**config.mk**
```make
export PLATFORM = sky130hd
export DESIGN_NAME = ibr_top
export DESIGN_NICKNAME = d
export VERILOG_FILES = /design/src/rtl/ibr_pkg.sv /design/src/rtl/ibr_seq.sv /design/src/rtl/ibr_irq.sv /design/src/rtl/ibr_top.sv
export SDC_FILE = /design/constraint.sdc
export NUM_CORES = 1
export LEC_CHECK = 0
export ABC_CLOCK_PERIOD_IN_PS = 1550
export BUFFER_PORTS_ARGS = -buffer_cell sky130_fd_sc_hd__buf_4
export CAP_MARGIN = 10
export CORE_MARGIN = 1.5
export CORE_UTILIZATION = 40
export DETAILED_ROUTE_END_ITERATION = 10
export GPL_ROUTABILITY_DRIVEN = 0
export PLACE_DENSITY = 0.76
export SLEW_MARGIN = 20
export SYNTH_ARGS = -nofsm -noshare
export SYNTH_HDL_FRONTEND = slang
export SYNTH_HIERARCHICAL = 1
export SYNTH_SLANG_ARGS = --single-unit
```
**constraint.sdc**
```tcl
create_clock -name clk -period 1.55 [get_ports clk]
set_input_delay 0.0775 -clock clk [delete_from_list [all_inputs] [get_ports clk]]
set_output_delay 0.0775 -clock clk [all_outputs]
set_load 0.01 [all_outputs]
```
**src/rtl/ibr_pkg.sv**
```systemverilog
package ibr_pkg;
  localparam int HOST_AW = 5;
  localparam int IRQ_W   = 3;

  localparam logic [HOST_AW-1:0] OFS_CTRL = 5'h00;
  localparam logic [HOST_AW-1:0] OFS_CMD  = 5'h04;
  localparam logic [HOST_AW-1:0] OFS_MASK = 5'h08;
  localparam logic [HOST_AW-1:0] OFS_CLR  = 5'h0C;
  localparam logic [HOST_AW-1:0] OFS_STAT = 5'h10;

  localparam int BIT_WR   = 16;
  localparam int BIT_BUSY = 23;

  // only the transmit (1) and receive (2) interrupt bits exist
  localparam logic [IRQ_W-1:0] IRQ_IMPL = 3'b110;

  typedef struct packed {
    logic [7:0] addr;
    logic [7:0] wdata;
    logic       wr;
  } acc_cmd_t;

  function automatic acc_cmd_t unpack_cmd(input logic [31:0] w);
    acc_cmd_t c;
    c.addr  = w[7:0];
    c.wdata = w[15:8];
    c.wr    = w[BIT_WR];
    return c;
  endfunction

  function automatic logic [31:0] pack_word(input acc_cmd_t c, input logic busy,
                                            input logic [7:0] rd);
    logic [31:0] w;
    w = '0;
    w[7:0]    = c.addr;
    w[15:8]   = c.wdata;
    w[BIT_WR] = c.wr;
    w[BIT_BUSY] = busy;
    w[31:24]  = rd;
    return w;
  endfunction

  function automatic logic any_enabled(input logic [IRQ_W-1:0] st,
                                       input logic [IRQ_W-1:0] en);
    return |(st & en & IRQ_IMPL);
  endfunction
endpackage

```
**src/rtl/ibr_seq.sv**
```systemverilog
module ibr_seq
  import ibr_pkg::*;
#(
  parameter int ACC_LAT = 4
) (
  input  logic       clk,
  input  logic       rst_n,
  input  logic       srst,
  input  logic       cmd_wr,
  input  acc_cmd_t   cmd_in,
  input  logic [7:0] reg_rdata,
  output logic       busy,
  output logic       strobe,
  output acc_cmd_t   cmd_q,
  output logic [7:0] rdata_q
);
  localparam int CW = $clog2(ACC_LAT + 1);
  localparam logic [CW-1:0] LAT_V = CW'(ACC_LAT);

  logic [CW-1:0] cnt;
  logic          accept;

  assign busy   = (cnt != '0);
  assign strobe = (cnt == CW'(1));
  assign accept = cmd_wr && !busy && !srst;

  always_ff @(posedge clk or negedge rst_n) begin
    if (!rst_n) begin
      cnt     <= '0;
      cmd_q   <= '0;
      rdata_q <= '0;
    end else if (srst) begin
      cnt     <= '0;
      cmd_q   <= '0;
      rdata_q <= '0;
    end else if (accept) begin
      cnt   <= LAT_V;
      cmd_q <= cmd_in;
    end else if (busy) begin
      cnt <= cnt - CW'(1);
      if (strobe && !cmd_q.wr) rdata_q <= reg_rdata;
    end
  end
endmodule

```
**src/rtl/ibr_irq.sv**
```systemverilog
module ibr_irq
  import ibr_pkg::*;
(
  input  logic             clk,
  input  logic             rst_n,
  input  logic             srst,
  input  logic [IRQ_W-1:0] ev,
  input  logic             clr_wr,
  input  logic             mask_wr,
  input  logic [IRQ_W-1:0] wbits,
  output logic [IRQ_W-1:0] stat,
  output logic [IRQ_W-1:0] mask
);
  for (genvar i = 0; i < IRQ_W; i++) begin : g_bit
    if (IRQ_IMPL[i]) begin : g_impl
      always_ff @(posedge clk or negedge rst_n) begin
        if (!rst_n) begin
          stat[i] <= 1'b0;
          mask[i] <= 1'b0;
        end else begin
          if (mask_wr) mask[i] <= wbits[i];
          if (srst)
            stat[i] <= 1'b0;
          else if (ev[i])
            stat[i] <= 1'b1;
          else if (clr_wr && wbits[i])
            stat[i] <= 1'b0;
        end
      end
    end else begin : g_none
      assign stat[i] = 1'b0;
      assign mask[i] = 1'b0;
    end
  end
endmodule

```
**src/rtl/ibr_top.sv**
```systemverilog
module ibr_top
  import ibr_pkg::*;
#(
  parameter int ACC_LAT = 4
) (
  input  logic        clk,
  input  logic        rst_n,
  input  logic        host_we,
  input  logic [4:0]  host_addr,
  input  logic [31:0] host_wdata,
  output logic [31:0] host_rdata,
  input  logic        ev_tx,
  input  logic        ev_rx,
  output logic        irq,
  output logic [1:0]  clk_mode,
  output logic        blk_rst,
  output logic [7:0]  reg_addr,
  output logic [7:0]  reg_wdata,
  output logic        reg_we,
  output logic        reg_re,
  input  logic [7:0]  reg_rdata
);
  logic [2:0]       ctrl_q;
  logic             soft_rst;
  logic             acc_busy;
  logic             acc_strobe;
  acc_cmd_t         acc_cmd;
  logic [7:0]       acc_rdata;
  logic [IRQ_W-1:0] irq_stat;
  logic [IRQ_W-1:0] irq_mask;
  logic             wr_ctrl, wr_cmd, wr_mask, wr_clr;

  assign wr_ctrl = host_we && (host_addr == OFS_CTRL);
  assign wr_cmd  = host_we && (host_addr == OFS_CMD);
  assign wr_mask = host_we && (host_addr == OFS_MASK);
  assign wr_clr  = host_we && (host_addr == OFS_CLR);

  always_ff @(posedge clk or negedge rst_n) begin
    if (!rst_n) ctrl_q <= '0;
    else if (wr_ctrl) ctrl_q <= host_wdata[2:0];
  end

  assign soft_rst = ctrl_q[0];
  assign blk_rst  = soft_rst;
  assign clk_mode = ctrl_q[2:1];

  ibr_seq #(.ACC_LAT(ACC_LAT)) u_seq (
    .clk       (clk),
    .rst_n     (rst_n),
    .srst      (soft_rst),
    .cmd_wr    (wr_cmd),
    .cmd_in    (unpack_cmd(host_wdata)),
    .reg_rdata (reg_rdata),
    .busy      (acc_busy),
    .strobe    (acc_strobe),
    .cmd_q     (acc_cmd),
    .rdata_q   (acc_rdata)
  );

  assign reg_addr  = acc_cmd.addr;
  assign reg_wdata = acc_cmd.wdata;
  assign reg_we    = acc_strobe && acc_cmd.wr;
  assign reg_re    = acc_strobe && !acc_cmd.wr;

  ibr_irq u_irq (
    .clk     (clk),
    .rst_n   (rst_n),
    .srst    (soft_rst),
    .ev      ({ev_rx, ev_tx, 1'b0}),
    .clr_wr  (wr_clr),
    .mask_wr (wr_mask),
    .wbits   (host_wdata[IRQ_W-1:0]),
    .stat    (irq_stat),
    .mask    (irq_mask)
  );

  assign irq = any_enabled(irq_stat, irq_mask);

  always_comb begin
    case (host_addr)
      OFS_CTRL: host_rdata = {29'd0, ctrl_q};
      OFS_CMD:  host_rdata = pack_word(acc_cmd, acc_busy, acc_rdata);
      OFS_MASK: host_rdata = {29'd0, irq_mask};
      OFS_STAT: host_rdata = {29'd0, irq_stat};
      default:  host_rdata = '0;
    endcase
  end
endmodule

```
== Yosys cells after proc, flatten, opt, wreduce, memory -nomap -nowiden ==
Index checks and enable logic that the tools add are counted.

* Bits in registers: 35
* Input bits: 50
* Output and inout bits: 54
* Logic and storage cells: 57

* Reductions and logical operators: 23
* Eq/ne operators: 6
* Mux-type cells: 16
* Add/subtract/negate cells: 1
* Bitwise logic cells: 1

{| class="wikitable"
|+ Operators by type and width
! cell !! number
|-
| 32-bit one-hot mux with 4 select lines || 1
|-
| 17-bit 2-to-1 mux || 2
|-
| 8-bit 2-to-1 mux || 4
|-
| 3-bit nonzero test || 4
|-
| 5-bit by 4-bit equality test with 1-bit output, second input constant || 2
|-
| 1-bit logical AND || 10
|-
| 3-bit 2-to-1 mux || 3
|-
| 1-bit 2-to-1 mux || 6
|-
| 2-bit nonzero test || 3
|-
| 5-bit by 3-bit equality test with 1-bit output, second input constant || 1
|-
| 5-bit equality test, second input constant || 1
|-
| 5-bit logical NOT || 1
|-
| 3-bit AND || 1
|-
| 3-bit by 1-bit equality test with 1-bit output, second input constant || 1
|-
| 1-bit logical NOT || 3
|-
| 3-bit AND reduction || 1
|-
| 3-bit by 1-bit subtractor with 3-bit output, second input constant || 1
|-
| 2-bit != test, second input constant || 1
|-
| 2-bit OR reduction || 1
|}

== Depth between registers and ports, before layout ==
Gate-level depths: netlist (run 1).

* Depth in word-level cells: 6
* Mapped depth: 7
* Mapped depth without buffers: 6

== Modules after synthesis ==
Netlist (run 1), hierarchy kept.

{| class="wikitable"
|+ Modules (own cells, without submodules)
! module !! seq. area each (µm²) !! times used !! area an instance (µm²) !! cells an instance
|-
| ibr_seq || 700.7 || 1 || 1182.4 || 95
|-
| ibr_top || 75.1 || 1 || 524.3 || 63
|-
| ibr_irq || 100.1 || 1 || 173.9 || 15
|}

== Worst setup path before layout (run 1) ==
OpenSTA, ideal clock, no wires.

* Kind: register to register
* Start point: register u_seq.cnt[0]
* End point: register u_seq/cmd_q[0] (netlist name)
* Path buffers: 1
* Stages on the path, launching flop included: 8
* Data required time: 1.486 ns
* Library setup time: 0.064 ns
* Clock period less this slack: 1.592 ns
* Arrival: 1.529 ns
* Slack: -0.042 ns
* Cells stage by stage: dfrtp_1 > inv_1 > ha_1 > nor2b_4 > inv_2 > nor3b_4 > buf_6 > a22o_2

* Word-level cells in the longest chain between the ends: 5

{| class="wikitable"
|+ Ends and longest elaborated chain
! item !! line !! source
|-
| start, declared || ibr_seq.sv:20 || <nowiki>logic [CW-1:0] cnt;</nowiki>
|-
| start signal, assigned || ibr_seq.sv:40 || <nowiki>cnt <= cnt - CW'(1);</nowiki>
|-
| 3-bit nonzero test || ibr_seq.sv:23 || <nowiki>assign busy = (cnt != '0);</nowiki>
|-
| net acc_busy || ibr_top.sv:25 || <nowiki>logic acc_busy;</nowiki>
|-
| 1-bit logical NOT || ibr_seq.sv:25 || <nowiki>assign accept = cmd_wr && !busy && !srst;</nowiki>
|-
| 1-bit logical AND (2 in a row) || ibr_seq.sv:25 ||
|-
| 2-bit nonzero test (no source line) || n/a ||
|-
| end signal, assigned || ibr_seq.sv:38 || <nowiki>cmd_q <= cmd_in;</nowiki>
|-
| end, declared || ibr_seq.sv:14 || <nowiki>output acc_cmd_t cmd_q,</nowiki>
|}

The timed path passes the listed nets, and every way through them passes these cells.
A chain may end at the register's enable or synchronous reset.

== Final worst setup path (run 1) ==
* Start point: register u_seq.cnt[1]
* End point: register u_seq.rdata_q[5]

* Word-level cells in the longest chain between the ends: 6
* Elaborated cells between the ends (all ways): 10
* Those cells by class: eq/ne (2); reduce/logical (8)

{| class="wikitable"
|+ Ends and longest elaborated chain
! item !! line !! source
|-
| 3-bit nonzero test || ibr_seq.sv:23 ||
|-
| 1-bit logical NOT || ibr_seq.sv:25 ||
|-
| 1-bit logical AND (2 in a row) || ibr_seq.sv:25 ||
|-
| 2-bit != test (no source line) || n/a ||
|-
| 3-bit AND reduction (no source line) * || n/a ||
|-
| end signal, assigned || ibr_seq.sv:41 || <nowiki>if (strobe && !cmd_q.wr) rdata_q <= reg_rdata;</nowiki>
|-
| end, declared || ibr_seq.sv:15 || <nowiki>output logic [7:0] rdata_q</nowiki>
|}

Every way passes the cells marked *; elsewhere a longest branch is shown, timed or not.

==> results of run 1 <==
## layer usage
metal	global-route usage (%)	routed length, um	vias up
met3	4.50	288	6
met4	6.71	57	0
met2	32.6	2860	65
met5	0	0	-
li1	-	-	834
met1	27.0	2230	839
## repair_timing
action,4_1_cts,5_1_grt
hold buffers,2,11
hold endpoints to repair,36,11
setup buffers,3,3
setup endpoints to repair,28,21
gates cloned,0,1
gates resized for setup,3,29
pin swaps,1,1
## worst register-to-register path, cell delays in order, from the launching register on
cell	delay, ns
dfrtp_1	0.40
inv_2	0.10
ha_2	0.19
or4b_4	0.46
buf_6	0.15
nand2_1	0.09
a21oi_2	0.06
## how the worst max path moves through the flow
stage / end / slack [ns] / cells after the start
after floorplan: u_seq/cmd_q[0] / 0.007 / 7
after global placement: u_seq/cmd_q[14] / 0.006 / 7
after detailed placement: u_seq/cmd_q[14] / -0.06 / 7
after CTS: u_seq/rdata_q[4] / 0.003 / 6
after global routing: u_seq/rdata_q[7] / -0.07 / 8
final: u_seq/rdata_q[5] / -0.0009 / 6
## registers in the layout, summed over array words and instances, names as in the netlist
name and flops:
u_seq/cmd_q 17, u_seq/rdata_q 8, ctrl_q 3, u_seq/cnt 3
u_irq/mask 2, u_irq/stat 2
## synthesized netlist by cell type, types with 2 or more instances
cell	n	area share [%]
a21oi_1	9	2.4
a22o_2	17	9.0
a22oi_1	3	1.2
a311oi_1	2	0.93
and3_1	20	6.7
and3_2	4	1.6
buf_4	8	3.2
buf_6	2	1.2
clkbuf_1	5	1.0
clkbuf_2	2	0.53
conb_1	2	0.40
dfrtp_1	35	47
ha_1	3	2.0
inv_1	4	0.80
mux2_2	3	1.8
mux2_4	3	2.4
mux2i_1	3	1.6
nand2_1	18	3.6
nor2_1	6	1.2
nor2b_1	5	1.7
o22ai_1	3	1.0
or3_2	2	0.80
## cell type report
type	count	area [um2]
Sequential cell	35	877
Inverter	5	18.8
Tap cell	52	65.1
Fill cell	329	1340
Timing Repair Buffer	118	971
Clock buffer	6	82.6
Clock inverter	2	35.0
Multi-Input combinational cell	122	1060
## power groups by stage
stage               clock, mW  combinational, mW  sequential (mW)
floorplan                   0              0.600             1.24
global placement            0               1.01             1.24
detailed placement          0               1.03             1.24
CTS                     0.866               1.12             1.23
global route            0.908               1.42             1.27
finish                  0.845               1.29             1.24
## cells by family after synthesis
| kind of cell | Yosys count |
|---|---|
| AO/OA/AOI/OAI | 37 |
| AND/OR/NAND/NOR | 65 |
| buffers and inverters | 22 |
| flip-flops | 35 |
| adder cells (fa/ha/maj) | 3 |
| other | 2 |
| multiplexers | 9 |
## metrics by stage
step | total power [mW] | cell area (um2) | worst slack (ns) | utilization, %
after floorplan | 1.84 | 1910 | 0.00674 | -
after global placement | 2.24 | 2610 | 0.00638 | 58.7
after detailed placement | 2.27 | 2610 | -0.0563 | 58.7
after CTS | 3.22 | 2780 | 0.00252 | 62.6
after global routing | 3.59 | 3110 | -0.0671 | 69.9
final | 3.37 | 3110 | -0.000882 | 69.9
==> impl_metrics.csv, run 1 <==
group,metric,value,unit
outcome,status,"complete, but fails checks",
outcome,violations,"design-rule violations, negative setup slack",
logic_synthesis,ys_warn_count,6,
logic_synthesis,netlist_instances,173,
global_routing,antenna_found_initial,0,
detailed_routing,dr.pass1.iters,8,
place,portBuffers,82,
power,p_switching,1.06,mW
critical_path,rr_endpoint,"u_seq/rdata_q[5]",
floorplanning,die_y,71.6,um
detailed_routing,drtIter0Drc,94,
logic_synthesis,synth_xor_area_share,0,%
floorplanning,start_util,42.3,%
final_layout,diodes,0,
critical_path,cp_num_buf_inv,2,
critical_path,end_kind,"flop",
power,p_int,2.31,mW
detailed_routing,wire_per_inst,16.0,um
floorplanning,pin_count,104,
clocking,cts_buffer_depth,2,
worst_hold_path,min_from,"host_wdata[7]",
timing,maxSlewViolCount,0,
logic_synthesis,synth_edf_count,0,
global_routing,grt.overflow.total,0,
detailed_routing,vias_per_cell,5.13,
timing,grt_setup_unrepaired,"yes",
timing,hold_violations,0,
power,p_leak,1.68,nW
logic_synthesis,asyncSetResetFlopFracSynth,100,%
timing,worst_slew_pin_slew,0.487,ns
final_layout,mostFrequentLayoutCells,"buf_4 (98), dfrtp_1 (34), and3_1 (19)",
critical_path,reg2reg_depth,6,
power,pwr-share-seq,36.8,%
logic_synthesis,synth_top_family_by_area,"simple AND/OR/NAND/NOR gates",
place,place_inst,312,
logic_synthesis,synth_compound_area_share,16.0,%
power,cellPowerDensity,1090,nW/um2
critical_path,cpMaxStageDelayCell,"or4b_4",
logic_synthesis,netlist_area,1880,um2
clocking,cts_tree,"done",
flow_run,cap_violations,0,
timing,finClkSkew,0.00686,ns
clocking,numCtsBuffers,5,
detailed_routing,drc,5,
timing,timing.hold.ws,0.00759,ns
timing,fin_crit,1.55,ns
global_routing,track_usage,20.1,%
logic_synthesis,synth.avg_cell_area,10.9,um2
global_routing,grt_first_pass_wirelength,8010,um
floorplanning,std_cell_rows,24,
critical_path,slowest_delay,0.46,ns
worst_hold_path,hp-class,"in2reg",
detailed_routing,wl,5440,um
final_layout,nets,340,
clocking,insertion_delay,0.28,ns
clocking,clk_pin_slew,0.07,ns
power,sw_frac_of_total,31.6,%
timing,setup_tns,-0.000882,ns
critical_path,r2r-start,"u_seq/cnt[1]",
clocking,h-tree-depth,2,
critical_path,worstPathCellList,"inv_2 -> ha_2 -> or4b_4 -> buf_6 -> nand2_1 -> a21oi_2",
power,peakVddDrop,0.000664,V
final_layout,instances_no_fill,340,
place,hpwl,3580,um
logic_synthesis,ys_ff_latch,35,
timing,fin_ws,-0.000882,ns
logic_synthesis,synth-main-ff-cell,"dfrtp_1",
power,combPwrFrac,38.1,%
logic_synthesis,seq_area_frac_synth,46.6,%
critical_path,crit_fanout,8,
logic_synthesis,synth_mux_area_share,5.79,%
clocking,clock-sinks,35,
power,clkPwrFrac,25.0,%
final_layout,area_growth,65.3,%
floorplanning,dieArea,5120,um2
floorplanning,core,4440,um2
critical_path,r2r_slack,-0.0009,ns
final_layout,final_common_cell,"buf_4",
logic_synthesis,synth-simple-area-share,22.4,%
detailed_routing,antenna_left,0,
logic_synthesis,ys_types,36,
global_routing,grt_max_degree,36,
logic_synthesis,synth_fa_ha_area_share,2.00,%
timing,slew_headroom,67.1,%
critical_path,crit_arrival,1.72,ns
critical_path,cp.required,1.72,ns
worst_hold_path,whs_path_depth,2,
timing,period_share,100,%
floorplanning,die_w,71.6,um
critical_path,crit_family,"simple AND/OR/NAND/NOR gates",
critical_path,start_kind,"flop",
critical_path,path_class,"reg2reg",
global_routing,grt_pass1_vias,1651,
critical_path,startpoint,"u_seq/cnt[1]",
timing,setup_violations,1,
worst_hold_path,hold-path-endpoint,"u_seq/cmd_q[16]",
final_layout,drive_gt1_share,55.6,%
timing,timing.fmax,645,MHz
detailed_routing,dr_total_vias,1744,
clocking,cts_root_buf,"clkbuf_8",
Note: power is estimated with default switching activity, not from simulation.
==> run 2, diff against run 1 <==
--- a/config.mk
+++ b/config.mk
@@ -7,12 +7,13 @@
 export LEC_CHECK = 0
 export ABC_CLOCK_PERIOD_IN_PS = 1550
 export BUFFER_PORTS_ARGS = -buffer_cell sky130_fd_sc_hd__buf_4
-export CAP_MARGIN = 10
 export CORE_MARGIN = 1.5
-export CORE_UTILIZATION = 40
+export CORE_UTILIZATION = 41
+export CTS_BUF_LIST = sky130_fd_sc_hd__clkbuf_8
 export DETAILED_ROUTE_END_ITERATION = 10
 export GPL_ROUTABILITY_DRIVEN = 0
-export PLACE_DENSITY = 0.76
+export GPL_TIMING_DRIVEN = 0
+export PLACE_DENSITY = 0.78
 export SLEW_MARGIN = 20
 export SYNTH_ARGS = -nofsm -noshare
 export SYNTH_HDL_FRONTEND = slang
==> run 2 against run 1 <==
Against the previous run: the flow finishes with violations (negative setup slack); sequential share of layout area is 0.61 points higher; cell area is 2.3% lower; global-route usage is 1.0 points higher; cell count is 0.29% lower; combinational power is 7% lower; clock power is 21% lower; fmax is 2.9% lower; non-clock buffer count is 1 lower; via count is 0.69% lower; clock skew is 0.00077 ns higher; first-iteration DRC count is 1.1% higher; utilization is 0.64 points lower; critical endpoint is now u_seq/cmd_q[5].
==> impl_metrics.csv, run 2 (synthesis gave the netlist of run 1 again) <==
group,metric,value,unit
place,place_inst,313,
worst_hold_path,hp-class,"in2reg",
power,p_total,3.14,mW
floorplanning,die_y,70.7,um
clocking,insertion_delay,0.28,ns
global_routing,grt_max_degree,36,
timing,setup_tns,-0.614,ns
final_layout,mostFrequentLayoutCells,"buf_4 (96), dfrtp_1 (35), and3_1 (19)",
floorplanning,pin_count,104,
critical_path,r2r-start,"u_seq/cnt[0]",
critical_path,worstPathCellList,"inv_2 -> ha_4 -> nor2b_4 -> a21oi_4 -> buf_6 -> a22o_4",
timing,timing.fmax,626,MHz
power,pwr-share-seq,40.4,%
worst_hold_path,whs_path_depth,2,
power,cellPowerDensity,1030,nW/um2
power,p_leak,1.67,nW
final_layout,largest_register_ffs,17,
clocking,clk_pin_slew,0.07,ns
floorplanning,die_w,70.7,um
timing,setup_violations,23,
floorplanning,core,4380,um2
timing,fin_crit,1.60,ns
place,portBuffers,82,
final_layout,area_growth,61.5,%
flow_run,cap_violations,0,
final_layout,diodes,0,
detailed_routing,dr_total_vias,1732,
global_routing,track_usage,21.2,%
detailed_routing,antenna_left,0,
critical_path,end_kind,"flop",
clocking,cts_buffer_depth,2,
detailed_routing,dr.pass1.iters,4,
global_routing,antenna_found_initial,0,
clocking,numCtsBuffers,5,
floorplanning,dieArea,5000,um2
detailed_routing,wl,5350,um
critical_path,cpMaxStageDelayCell,"a21oi_4",
final_layout,instances_no_fill,339,
global_routing,grt_first_pass_wirelength,8470,um
detailed_routing,drtIter0Drc,95,
clocking,cts_root_buf,"clkbuf_8",
power,p_switching,1.04,mW
timing,finClkSkew,0.00763,ns
critical_path,path_class,"reg2reg",
final_layout,fillCellCount,353,
critical_path,crit_arrival,1.82,ns
power,sw_frac_of_total,33.2,%
critical_path,cp.required,1.78,ns
critical_path,r2r_slack,-0.05,ns
final_layout,regMostFlops,"u_seq/cmd_q",
final_layout,nets,339,
place,pre_cts_ws,-0.385,ns
timing,maxSlewViolCount,0,
power,peakVddDrop,0.000680,V
global_routing,grt.overflow.total,0,
detailed_routing,wire_per_inst,15.8,um
timing,hold_violations,0,
power,combPwrFrac,38.2,%
final_layout,drive_gt1_share,54.4,%
place,hpwl,3620,um
final_layout,postLayoutCellArea,3040,um2
critical_path,slowest_delay,0.41,ns
floorplanning,start_util,42.9,%
detailed_routing,vias_per_cell,5.11,
timing,period_share,103,%
timing,worst_slew_pin_slew,0.490,ns
clocking,clock-sinks,35,
floorplanning,std_cell_rows,24,
critical_path,crit_family,"compound AO/OA/AOI/OAI gates",
clocking,h-tree-depth,2,
power,p_int,2.09,mW
outcome,violations,"negative setup slack",
power,clkPwrFrac,21.3,%
critical_path,rr_endpoint,"u_seq/cmd_q[5]",
place,place_area,2590,um2
clocking,cts_tree,"done",
final_layout,largestRegisters,"u_seq/cmd_q: 17 flops, u_seq/rdata_q: 8 flops",
timing,fin_ws,-0.0479,ns
timing,slew_headroom,67.1,%
critical_path,crit_fanout,10,
critical_path,start_kind,"flop",
timing,grt_setup_unrepaired,"yes",
final_layout,final_common_cell,"buf_4",
critical_path,reg2reg_depth,6,
worst_hold_path,hold-path-endpoint,"u_seq/cmd_q[7]",
critical_path,cp_num_buf_inv,2,
worst_hold_path,min_from,"host_wdata[14]",
detailed_routing,drc,0,
outcome,status,"complete, but fails checks",
global_routing,grt_pass1_vias,1727,
==> run 2: cell count changes in the layout (fill, tap and decap cells not counted), sizes merged <==
| cell | delta |
|---|---|
| inv | +1 |
| clkbuf | +5 |
| bufinv | -1 |
| buf | -1 |
| dlygate4sd3 | -5 |
==> run 2: per-stage QoR <==
stage	util [%]	hold WS, ns
6_report	69.3	0.00882
5_1_grt	69.3	0.000152
4_1_cts	67.1	0.000286
3_5_place_dp	59.0	0.0595
3_3_place_gp	59.0	0.0590
2_1_floorplan	-	-0.218
==> run 2: cell type report <==
cell class | instances | area [um2] | share of cell area, %
Buffer | 16 | 111 | 3.67
Clock buffer | 6 | 82.6 | 2.72
Clock inverter | 2 | 12.5 | 0.412
Inverter | 5 | 21.3 | 0.700
Multi-Input combinational cell | 122 | 1070 | 35.2
Sequential cell | 35 | 876 | 28.8
Tap cell | 52 | 65.1 | 2.14
Timing Repair Buffer | 101 | 801 | 26.4
==> run 2: worst reg2reg max path: cells and delay by family, from the launching register on <==
family                     cells  cell delay (ns)
adders and majority gates      1             0.16
DFF                            1             0.37
AOI/OAI and AO/OA              2             0.57
buffers and inverters          2             0.31
and+or+nand+nor                1             0.14
==> run 2: how the worst max path moves through the flow <==
| stage | cells after the start | slack, ns | from | endpoint |
|---|---|---|---|---|
| after floorplan | 7 | 0.007 | u_seq/cnt[1] | u_seq/cmd_q[0] |
| after global placement | 6 | -0.38 | host_addr[1] | u_seq/cmd_q[16] |
| after detailed placement | 6 | -0.39 | host_addr[1] | u_seq/cmd_q[5] |
| after CTS | 6 | -0.02 | u_seq/cnt[0] | host_rdata[23] |
| after global routing | 6 | -0.1 | u_seq/cnt[1] | u_seq/cmd_q[5] |
| final | 6 | -0.05 | u_seq/cnt[0] | u_seq/cmd_q[5] |
==> run 2: power by group through the flow <==
stage / clock network (mW) / registers, mW / logic (mW)
after CTS: 0.689 / 1.26 / 1.12
after floorplan: 0 / 1.24 / 0.600
after detailed placement: 0 / 1.27 / 0.916
after global routing: 0.730 / 1.29 / 1.32
after global placement: 0 / 1.26 / 0.884
final: 0.669 / 1.27 / 1.20
==> run 2: timing repair <==
action	4_1_cts	5_1_grt
pin swaps	10	6
cloned	1	0
hold buffers	4	4
resized for setup	25	9
buffers inserted	8	2
endpoints found under the hold margin	38	4
setup endpoints to repair	27	29
==> run 2: per-layer routing <==
layer	wire, um	global-route usage (%)	vias to the layer above
met1	2180	26.9	845
met5	0	0	-
li1	-	-	835
met4	36	6.71	0
met3	243	3.99	2
met2	2890	36.6	50
